[src/rtl/tamper_pkg.sv]
package tamper_pkg;
    localparam int ADDR_W   = 8;
    localparam int DATA_W   = 8;
    localparam int N_CH     = 2;
    localparam int CTL_W    = 4;
    localparam logic [ADDR_W-1:0] FLAGS_ADDR = 8'h0F;
    localparam logic [ADDR_W-1:0] CTL_BASE   = 8'h14;

    // Packed so bit 3 = enable, 2 = irq enable, 1 = mode, 0 = polarity
    typedef struct packed {
        logic en;
        logic ie;
        logic mode;   // 0 normally open, 1 normally closed
        logic pol;    // 0 ground referenced, 1 supply referenced
    } ctl_t;

    function automatic logic active_level(input ctl_t c);
        return c.mode ^ c.pol;
    endfunction

    function automatic logic [ADDR_W-1:0] ctl_addr(input int ch);
        return CTL_BASE + ADDR_W'(ch);
    endfunction
endpackage

[src/rtl/tamper_sync.sv]
module tamper_sync #(
    parameter int STAGES = 2
) (
    input  logic clk,
    input  logic rst,
    input  logic d,
    output logic q
);
    logic [STAGES-1:0] chain;

    always_ff @(posedge clk) begin
        if (rst) chain <= '0;
        else     chain <= {chain[STAGES-2:0], d};
    end

    assign q = chain[STAGES-1];
endmodule

[src/rtl/tamper_chan.sv]
module tamper_chan
    import tamper_pkg::*;
(
    input  logic clk,
    input  logic rst,
    input  logic ctl_wr,
    input  ctl_t ctl_wdata,
    input  logic pin_sync,
    input  logic irq_allow,
    input  logic flags_rd,
    output ctl_t ctl,
    output logic flag,
    output logic pend
);
    logic hit;
    logic set_evt;
    logic flag_nxt;

    always_comb begin
        hit      = ctl.en && (pin_sync == active_level(ctl));
        set_evt  = hit && !flag;
        flag_nxt = ctl.en ? (flag || hit) : 1'b0;
    end

    always_ff @(posedge clk) begin
        if (rst) begin
            ctl  <= '0;
            flag <= 1'b0;
            pend <= 1'b0;
        end else begin
            if (ctl_wr) ctl <= ctl_wdata;
            flag <= flag_nxt;
            if (set_evt && ctl.ie && irq_allow) pend <= 1'b1;
            else if (!flag_nxt || flags_rd)     pend <= 1'b0;
        end
    end

    AST_FLAG_NEEDS_EN: assert property (@(posedge clk) disable iff (rst)
        $rose(flag) |-> $past(ctl.en));
    AST_FLAG_CLR_ON_DIS: assert property (@(posedge clk) disable iff (rst)
        !ctl.en |=> !flag);
    AST_FLAG_STICKY: assert property (@(posedge clk) disable iff (rst)
        (flag && ctl.en) |=> flag);
    AST_PEND_NEEDS_IE: assert property (@(posedge clk) disable iff (rst)
        $rose(pend) |-> ($past(ctl.ie) && $rose(flag)));
endmodule

[src/rtl/tamper_regs.sv]
module tamper_regs
    import tamper_pkg::*;
(
    input  logic              clk,
    input  logic              rst,
    input  logic              wr_en,
    input  logic              rd_en,
    input  logic [ADDR_W-1:0] addr,
    input  logic [DATA_W-1:0] wdata,
    output logic [DATA_W-1:0] rdata,
    input  logic [N_CH-1:0]   tamper_pin,
    input  logic              batt_mode,
    input  logic              alarm_batt_en,
    output logic              irq_n
);
    ctl_t            ctl  [N_CH];
    logic [N_CH-1:0] flag;
    logic [N_CH-1:0] pend;
    logic [N_CH-1:0] pin_s;
    logic            irq_allow;
    logic            flags_rd;

    assign irq_allow = !batt_mode || alarm_batt_en;
    assign flags_rd  = rd_en && (addr == FLAGS_ADDR);

    for (genvar i = 0; i < N_CH; i++) begin : g_ch
        tamper_sync #(.STAGES(2)) u_sync (
            .clk (clk),
            .rst (rst),
            .d   (tamper_pin[i]),
            .q   (pin_s[i])
        );

        tamper_chan u_chan (
            .clk       (clk),
            .rst       (rst),
            .ctl_wr    (wr_en && (addr == ctl_addr(i))),
            .ctl_wdata (ctl_t'(wdata[CTL_W-1:0])),
            .pin_sync  (pin_s[i]),
            .irq_allow (irq_allow),
            .flags_rd  (flags_rd),
            .ctl       (ctl[i]),
            .flag      (flag[i]),
            .pend      (pend[i])
        );
    end

    always_comb begin
        rdata = '0;
        if (addr == FLAGS_ADDR) rdata[N_CH-1:0] = flag;
        for (int i = 0; i < N_CH; i++)
            if (addr == ctl_addr(i)) rdata[CTL_W-1:0] = ctl[i];
    end

    assign irq_n = ~|pend;

    AST_BATT_GATE: assert property (@(posedge clk) disable iff (rst)
        ($past(batt_mode) && !$past(alarm_batt_en) && $past(irq_n)) |-> irq_n);
    AST_IRQ_HAS_FLAG: assert property (@(posedge clk) disable iff (rst)
        !irq_n |-> (|flag));
endmodule

[config.mk]
export PLATFORM = sky130hd
export DESIGN_NAME = tamper_regs
export DESIGN_NICKNAME = d
export VERILOG_FILES = /design/src/rtl/tamper_pkg.sv /design/src/rtl/tamper_sync.sv /design/src/rtl/tamper_chan.sv /design/src/rtl/tamper_regs.sv
export SDC_FILE = /design/constraint.sdc
export NUM_CORES = 1
export LEC_CHECK = 0
export BUFFER_PORTS_ARGS = -buffer_cell sky130_fd_sc_hd__buf_4
export CAP_MARGIN = 25
export CORE_UTILIZATION = 42
export DETAILED_ROUTE_END_ITERATION = 8
export PLACE_DENSITY = 0.73
export SLEW_MARGIN = 20
export SYNTH_ARGS = -nofsm -noshare
export SYNTH_HDL_FRONTEND = slang
export SYNTH_SLANG_ARGS = --single-unit
[constraint.sdc]
create_clock -name clk -period 1.07 [get_ports clk]
set_input_delay 0.1605 -clock clk [delete_from_list [all_inputs] [get_ports clk]]
set_output_delay 0.1605 -clock clk [all_outputs]
set_load 0.05 [all_outputs]
==> out/results.txt, run 1 <==
Outcome - complete, but fails checks
Failing checks - setup timing
GPL Wtd Cong - 0.793
Clock power frac - 28.4%
Worst Path Arrival - 1200 ps
CP Launch Type - input pin
Synth Area per Inst - 10.0 um2
# DRC - 0
Minimum hold slack - 84.3 ps
Crit Path Class - in2out
Seq. cell area - 324 um2
Sequential Power Share - 54.7%
Drt wl/cell - 12.2 um
Ys flop type - dfxtp_1
Worst r2r dst - g_ch[0].u_chan.pend
Final core utilization - 70.5%
RSZ-0062 raised after global routing - true
Final WL - 1750 um
FMAX - 736 MHz
Setup violators final - 6
Slowest Stage Delay on Critical Path - 290 ps
Hold-critical path depth - 2
Root Buffer - clkbuf_4
Fraction of registers with async set/reset - 0%
DPL Wire Length - 1350 um
Fillcell total - 155
Number of synthesized flops with an enable pin - 0
Fin. Hold Viols - 0
Post-synth cell types - 27
Largest net degree at the start of global routing - 19
Port Buffer Count - 24
Tightest Hold Check Type - in2reg
Clock Latency Late Sink - 290 ps
Final nets - 145
Die Height - 47.1 um
Mapped Cells - 85
Power, Total - 1.11 mW
Starting Density - 46.9%
TritonCTS clock tree - yes
Initial antenna violation count - 0
Total number of vias - 719
Post-route clock period utilization - 127%
Worst R2R Start - g_ch[0].u_sync.chain[1]
Hold_sp - tamper_pin[0]
Flops & latches, synth - 16
Final instance area - 0.00128 mm2
Number of global-route vias before repair - 603
Multi-input gate area - 578 um2
Ports - 33
Worst vdd ir - 0.724 mV
DR pass1 iterations - 4
CP endpoint kind - primary output
Diodes inserted - 0
Max Slew Vio Count - 0
Setup TNS - -1110 ps
Die area - 0.00222 mm2
Worst-path clk slew - 80 ps
Logic pwr share - 17.0%
Horiz. Die Dim - 47.1 um
First-pass GRT wire length - 2590 um
Reg2Reg Depth - 3
Max Cap Violations - 0
Crit-path max FO - 7
Area after DPL - 0.00117 mm2
Via density - 4.99
Synth warnings - 0
Hold_buf cts - 0
Reg-to-reg setup timing slack - 0 ps
Post-synthesis sequential area ratio - 37.5%
CTS buffer count - 3
Setup WS post-layout - -289 ps
Lkg Pwr - 0.548 nW
Slowest cell on crit path - nor4b_4
NetSw - 0.274 mW
Total GRT Usage - 17.3%
Mapped Area - 853 um2
Crit path cell chain - buf_6 -> nor4b_4 -> buf_4 -> o211ai_1 -> a2bb2oi_4 -> buf_8
Cell row count - 15
Layout cell share with drive strength beyond 1 - 47.1%
Antenna Violating Nets Remaining - 0
Sw frac - 24.8%
PwrDens - 861 mW/mm2
Max Buffers Root-to-Sink - 2
Total number of H-tree levels - 1
Worst endpoint required time - 910 ps
Initial DRC count - 8
Final worst path period need - 1360 ps
Core Region - 0.00182 mm2
Sink Count - 16
Pint - 0.832 mW
Area Growth Syn to Fin - 50.4%
WHS Endpoint - g_ch[0].u_sync.chain[0]
Grt ovf - 0
Post-route clock skew - 11.4 ps
==> synth_stat cells, drive strengths merged, types with 2 or more instances <==
cell     count  share of area [%]
nor2         4                1.8
nand2b      12                8.8
nand4        3                2.9
mux2i       10                 12
xnor3        2                5.3
and4b        2                2.3
a2bb2oi      2                2.1
o211ai       2                1.8
nand3        3                1.8
nor2b        7                5.1
dfxtp       16                 38
o31ai        2                1.8
o21ai        3                1.8
buf          6                5.4
inv          3                1.3
==> per-stage QoR <==
step	std cells	worst slack, ps
after floorplan	88	-220
after detailed placement	140	-340
after global placement	140	-306
after global routing	144	-349
after CTS	144	-307
final	144	-289
==> kinds of logic after synthesis <==
family / Yosys count / share of synthesized area [%]
multiplexers: 10 / 11.7
XOR/XNOR: 2 / 5.28
flip-flops: 16 / 37.5
AND/OR/NAND/NOR: 36 / 29.6
buffers and inverters: 10 / 7.18
other: 1 / 0.439
AO/OA/AOI/OAI: 10 / 8.21
==> layout by cell type (no fill, tap or decap), types with 2 or more instances in the layout <==
cell type / n
a2bb2oi_4: 2
clkbuf_4: 3
nand4_1: 2
o211ai_1: 2
nand3_2: 2
nand2b_1: 12
buf_6: 5
and4b_1: 2
dfxtp_2: 3
buf_8: 3
o31ai_1: 2
dfxtp_1: 13
conb_1: 4
nor2_4: 2
mux2i_1: 10
inv_1: 3
nor2b_1: 7
xnor3_1: 2
o21ai_2: 2
buf_4: 26
==> layer usage <==
layer  global-route usage, %  wire length (um)  up-vias
met1                    22.2               786      325
li1                        -                 -      365
met2                    27.8               867       22
met4                    8.57                36        0
met3                    3.46                61        7
met5                       0                 0        -
==> worst max-delay path, delay by kind of cell <==
family                 cells  cell delay [ps]
buffers and inverters      3              450
AND/OR/NAND/NOR            1              290
AO/OA/AOI/OAI              2              290
==> how the worst max path moves through the flow <==
stage	startpoint	end	slack [ps]	cells after the start
floorplan	addr[5]	rdata[0]	-220	3
global placement	addr[5]	rdata[1]	-310	6
detailed placement	addr[5]	rdata[0]	-340	6
CTS	addr[5]	rdata[1]	-310	6
global route	addr[5]	rdata[0]	-350	6
finish	addr[5]	rdata[1]	-290	6
==> timing repair <==
action	CTS	global route
pin swaps	5	2
resized for setup	12	10
setup buffers	1	0
setup endpoints to repair	14	17
==> sequential cells by signal, summed over array words and instances, names as in the netlist <==
register and cells:
g_ch.u_chan.flag 2, g_ch.u_chan.ctl 8, g_ch.u_chan.pend 2, g_ch.u_sync.chain 4
==> final cells by class <==
class	instances	share of cell area, %
Tap cell	25	2.44
Inverter	3	0.877
Multi-Input combinational cell	62	45.0
Clock buffer	3	1.75
Timing Repair Buffer	35	24.7
Sequential cell	16	25.2
==> power groups by stage <==
| stage | Clock, mW | Sequential [mW] | Combinational, mW |
|---|---|---|---|
| global route | 0.349 | 0.605 | 0.199 |
| CTS | 0.321 | 0.604 | 0.184 |
| global placement | 0 | 0.618 | 0.171 |
| finish | 0.314 | 0.604 | 0.188 |
| detailed placement | 0 | 0.618 | 0.175 |
| floorplan | 0 | 0.618 | 0.0940 |
Power figures use the tool's default switching activity.
==> run 2: changes to the inputs <==
Settings changed: ABC_AREA set to 1, CTS_CLUSTER_SIZE set to 28.
==> run 2 against run 1 <==
Against the previous run: the flow still finishes with violations (setup timing); power is 1.0% higher; final cell count is 45% higher; count of clock-buffer cells in the layout stayed put; combinational power is 7% higher; global-route usage is 2.9 points higher; routed wire length is 30% higher; synthesized cell count is 66% higher; final area is 12% higher; sequential power hardly changed; synthesized area is 3.4% higher; largest cell class unchanged; largest power group unchanged.
==> out/results.txt, run 2 <==
Cell row count - 16
Total number of vias - 978
Tightest Hold Check Type - in2reg
Failing checks - setup timing
Synth top cells by count - nand2_1, nor2_1, inv_1
DR pass1 iterations - 4
Fin. Hold Viols - 0
Lkg Pwr - 0.762 nW
Core Region - 0.00196 mm2
Reg2Reg Depth - 10
Max reg flops - 8
Final instance area - 0.00144 mm2
Final worst path period need - 1290 ps
Layout cell share with drive strength beyond 1 - 44.0%
Root Buffer - clkbuf_4
Diodes inserted - 0
Flops & latches, synth - 16
Dpl cells - 199
RSZ-0062 raised after global routing - true
Synth warnings - 0
Post-Synth Simple-Gate Area - 45.0%
Compound-cell area share of the yosys netlist - 3.40%
Hold-critical path depth - 3
Area contributors post-synth - dfxtp_1, nand2_1, nor2_1
Post-route clock period utilization - 121%
Die Height - 47.8 um
Mapped Cells - 141
Highest-count cells in the layout ignoring fill and taps - nand2_1, buf_4, nor2_1
Final WL - 2280 um
Synth Area in XOR/XNOR - 0%
Commonest non-fill, non-tap cell in the layout - nand2_1
Power, Total - 1.12 mW
Post-route clock skew - 6.33 ps
Setup WS post-layout - -225 ps
Top reg by flops - g_ch.u_chan.ctl
Setup TNS - -890 ps
PwrDens - 777 mW/mm2
Post-synthesis sequential area ratio - 36.3%
Area Growth Syn to Fin - 62.8%
First-pass GRT wire length - 3220 um
Reg-to-reg setup timing slack - -70 ps
Setup violators final - 6
Post-synthesis adder-cell area fraction - 0%
Starting Density - 45.0%
DPL Wire Length - 1570 um
Finished Layout Cells - 209
Max Slew Vio Count - 0
Crit Path Class - in2out
Initial antenna violation count - 0
Dominant cell type by area after synthesis - dfxtp_1
Top cell type's share of synthesized area - 36.3%
CP startpoint - addr[6]
Via density - 4.68
Fillcell total - 154
Drt wl/cell - 10.9 um
Synth Area per Inst - 6.26 um2
Total number of H-tree levels - 1
Clock Latency Late Sink - 280 ps
CP Launch Type - input pin
Port Buffer Count - 24
Grt ovf - 0
Ports - 33
Mux cell area share after synthesis - 0%
Final core utilization - 73.2%
Sink Count - 16
Worst-path clk slew - 90 ps
Antenna Violating Nets Remaining - 0
Number of global-route vias before repair - 842
GPL Wtd Cong - 0.864
Hold_sp - tamper_pin[1]
Number of synthesized flops with an enable pin - 0
Die area - 0.00229 mm2
Area after DPL - 0.00121 mm2
Initial DRC count - 16
Max Cap Violations - 0
Biggest regs - g_ch.u_chan.ctl: 8 flops, g_ch.u_sync.chain: 4 flops
CP endpoint kind - primary output
Largest net degree at the start of global routing - 11
Post-synth cell types - 19
Mapped Area - 882 um2
TritonCTS clock tree - yes
Count leader, synth - nand2_1
Crit-path max FO - 4
CTS buffer count - 3
Fraction of registers with async set/reset - 0%
Ys flop type - dfxtp_1
Worst r2r dst - g_ch[0].u_chan.pend
Max Buffers Root-to-Sink - 2
Horiz. Die Dim - 47.8 um
Worst vdd ir - 0.721 mV
Total GRT Usage - 20.3%
Largest family of logic cells by synthesized area - simple AND/OR/NAND/NOR gates
FMAX - 772 MHz
Worst endpoint required time - 910 ps
Final nets - 208
# DRC - 0
WHS Endpoint - g_ch[1].u_sync.chain[0]
Outcome - complete, but fails checks
Worst Path Arrival - 1130 ps
Worst R2R Start - g_ch[0].u_chan.ctl[1]
## run 2: changes by cell type after synthesis, sizes merged, moves of 3 or more
| cell | previous run | this run |
|---|---|---|
| inv | 3 | 26 |
| mux2i | 10 | 0 |
| nor2 | 4 | 29 |
| o21ai | 3 | 0 |
| nand2 | 1 | 40 |
| nand2b | 12 | 1 |
| nand3 | 3 | 14 |
| nor2b | 7 | 0 |
## run 2: final cells by class
type | count | area (um2) | share of cell area, %
tap | 27 | 33.8 | 2.35
sequential | 16 | 332 | 23.1
inverter | 27 | 126 | 8.80
timing repair buffer | 39 | 342 | 23.8
multi-input combinational | 97 | 581 | 40.4
clock buffer | 3 | 22.5 | 1.57
## run 2: how the worst max path moves through the flow
stage / end / slack (ps)
final: rdata[2] / -220
after global routing: rdata[2] / -270
after CTS: rdata[1] / -210
after detailed placement: rdata[3] / -330
after global placement: rdata[1] / -290
after floorplan: rdata[2] / -120
## run 2: kinds of logic (layout without fill, tap and decap cells)
kind of cell    Yosys count  count (layout)
simple gates             88              88
flops                    16              16
other cells               1               4
compound gates            5               5
buf+inv                  31              69
## run 2: critical path: stages
cell,delay [ps]
buf_8,110
inv_12,40
nand2_4,50
nor3_4,170
buf_4,160
nand2_4,80
o22ai_4,180
buf_6,180
## run 2: routing by layer
layer,share of wire [%],track usage (%)
met5,0,0
met4,2.4,8.89
met3,4.2,4.15
met2,52,37.3
met1,42,22.2
## run 2: through the flow
step	hold WS (ps)	setup slack, ps
after floorplan	230	-122
after global placement	362	-287
after detailed placement	370	-329
after CTS	69.0	-212
after global routing	78.9	-274
final	73.3	-225
## run 2: power by group
part,leakage [nW],switching (mW),internal (mW)
logic,0.614,0.111,0.0897
registers,0.134,0.00334,0.603
clock network,0.0138,0.180,0.130
total,0.762,0.294,0.823
## run 2: what timing repair did
item | 4_1_cts | 5_1_grt
hold buffers | 0 | 0
gates cloned | 0 | 0
gates resized for setup | 29 | 18
pin swaps | 7 | 5
endpoints found under the setup margin | 4 | 8
buffers inserted | 5 | 3
==> run 3: changes to the inputs <==
Settings changed: CTS_BUF_LIST set to sky130_fd_sc_hd__clkbuf_4, MAX_ROUTING_LAYER set to met4.
==> run 3 against run 2 <==
Against the previous run: the flow still finishes with violations (setup timing); sequential share of layout area unchanged; clock skew barely moved; count of clock-buffer cells in the layout unchanged; combinational power is essentially flat; final area unchanged.
==> out/results.txt, run 3 (synthesized netlist as in run 2, its figures left out) <==
Finished Layout Cells - 209
First-pass GRT wire length - 3210 um
FMAX - 772 MHz
PwrDens - 777 mW/mm2
Final core utilization - 73.2%
Core Region - 0.00196 mm2
Highest-count cells in the layout ignoring fill and taps - nand2_1, buf_4, nor2_1
Final worst path period need - 1290 ps
Lkg Pwr - 0.762 nW
Via density - 4.68
Post-route clock skew - 6.73 ps
Post-route clock period utilization - 121%
Minimum hold slack - 73.4 ps
Most common cell on crit path - nand2_4
RSZ-0062 raised after global routing - true
Crit path cell chain - buf_8 -> inv_12 -> nand2_4 -> nor3_4 -> buf_4 -> nand2_4 -> o22ai_4 -> buf_6
Worst r2r dst - g_ch[0].u_chan.pend
Layout cell share with drive strength beyond 1 - 44.0%
Cell row count - 16
Hold-critical path depth - 3
Top reg by flops - g_ch.u_chan.ctl
Starting Density - 45.0%
Slowest cell on crit path - o22ai_4
Largest net degree at the start of global routing - 11
Ports - 33
Number of global-route vias before repair - 842
Worst endpoint required time - 910 ps
Setup WS post-layout - -225 ps
DPL Wire Length - 1570 um
Max reg flops - 8
Crit-path max FO - 4
Commonest non-fill, non-tap cell in the layout - nand2_1
CP Launch Type - input pin
Port Buffer Count - 24
Crit Path Class - in2out
Worst R2R Start - g_ch[0].u_chan.ctl[1]
CTS buffer count - 3
CP endpoint kind - primary output
Worst vdd ir - 0.722 mV
Reg2Reg Depth - 10
Total number of vias - 978
Biggest regs - g_ch.u_chan.ctl: 8 flops, g_ch.u_sync.chain: 4 flops
Initial antenna violation count - 0
Sink Count - 16
Place WS - -329 ps
Root Buffer - clkbuf_4
GPL Wtd Cong - 0.878
Tightest Hold Check Type - in2reg
Final nets - 208
Area Growth Syn to Fin - 62.8%
Diodes inserted - 0
Max Buffers Root-to-Sink - 2
Setup violators final - 6
Buffer and inverter count on the worst path - 4
Hold_sp - tamper_pin[1]
Clock Latency Late Sink - 280 ps
Die area - 0.00229 mm2
Critical path's top delay family - buffers and inverters
Antenna Violating Nets Remaining - 0
Dpl cells - 199
Failing checks - setup timing
Fin. Hold Viols - 0
Die Height - 47.8 um
Horiz. Die Dim - 47.8 um
WHS Endpoint - g_ch[1].u_sync.chain[0]
Outcome - complete, but fails checks
Total GRT Usage - 20.9%
Total number of H-tree levels - 1
Hold_buf cts - 0
Worst Path Arrival - 1130 ps
Slowest Stage Delay on Critical Path - 180 ps
TritonCTS clock tree - yes
Reg-to-reg setup timing slack - -70 ps
Grt ovf - 0
# DRC - 0
Worst-path clk slew - 90 ps
Drt wl/cell - 10.9 um
Max Cap Violations - 0
Power, Total - 1.12 mW
Max Slew Vio Count - 0
DR pass1 iterations - 4
Initial DRC count - 17
Final WL - 2290 um
## run 3: worst max path at each step
stage	from	to	slack [ps]	cells past startpoint
final	addr[6]	rdata[2]	-220	8
after global routing	addr[6]	rdata[2]	-270	8
after CTS	addr[6]	rdata[1]	-210	8
after detailed placement	addr[3]	rdata[3]	-330	7
after global placement	addr[6]	rdata[1]	-290	8
after floorplan	addr[3]	rdata[2]	-120	5
## run 3: through the flow
stage          TNS, ps  cell area [um2]
2_1_floorplan     -312              967
3_3_place_gp     -1830             1210
3_5_place_dp     -2150             1210
4_1_cts           -718             1350
5_1_grt          -1280             1440
6_report          -891             1440
## run 3: routing by layer
layer  track usage [%]  share of wire [%]
met5                 -                  0
met4              8.89                2.1
met3              4.15                3.6
met2              37.3                 52
met1              22.2                 42
## run 3: repair_timing
action,in CTS,in global routing
resized for setup,29,18
hold endpoints to repair,0,0
pin swaps,7,5
buffers inserted,5,3
setup endpoints to repair,4,8
## run 3: cell type report
cell class              count  area, um2
clock buffers               3       22.5
fillers                   154        526
inverters                  27        126
multi-input cells          97        581
flip-flops and latches     16        332
well taps                  27       33.8
repair buffers             39        342
## run 3: report_power, final
part | internal [mW] | total [mW] | leakage (nW) | switching [mW]
registers | 0.603 | 0.606 | 0.134 | 0.00332
clock network | 0.130 | 0.310 | 0.0138 | 0.179
logic | 0.0897 | 0.201 | 0.614 | 0.111
## run 3: worst register-to-register path, delay by kind of cell (launching register included)
kind | cells | cell delay, ps
flip-flops | 1 | 330
AND/OR/NAND/NOR | 7 | 410
buffers and inverters | 3 | 300
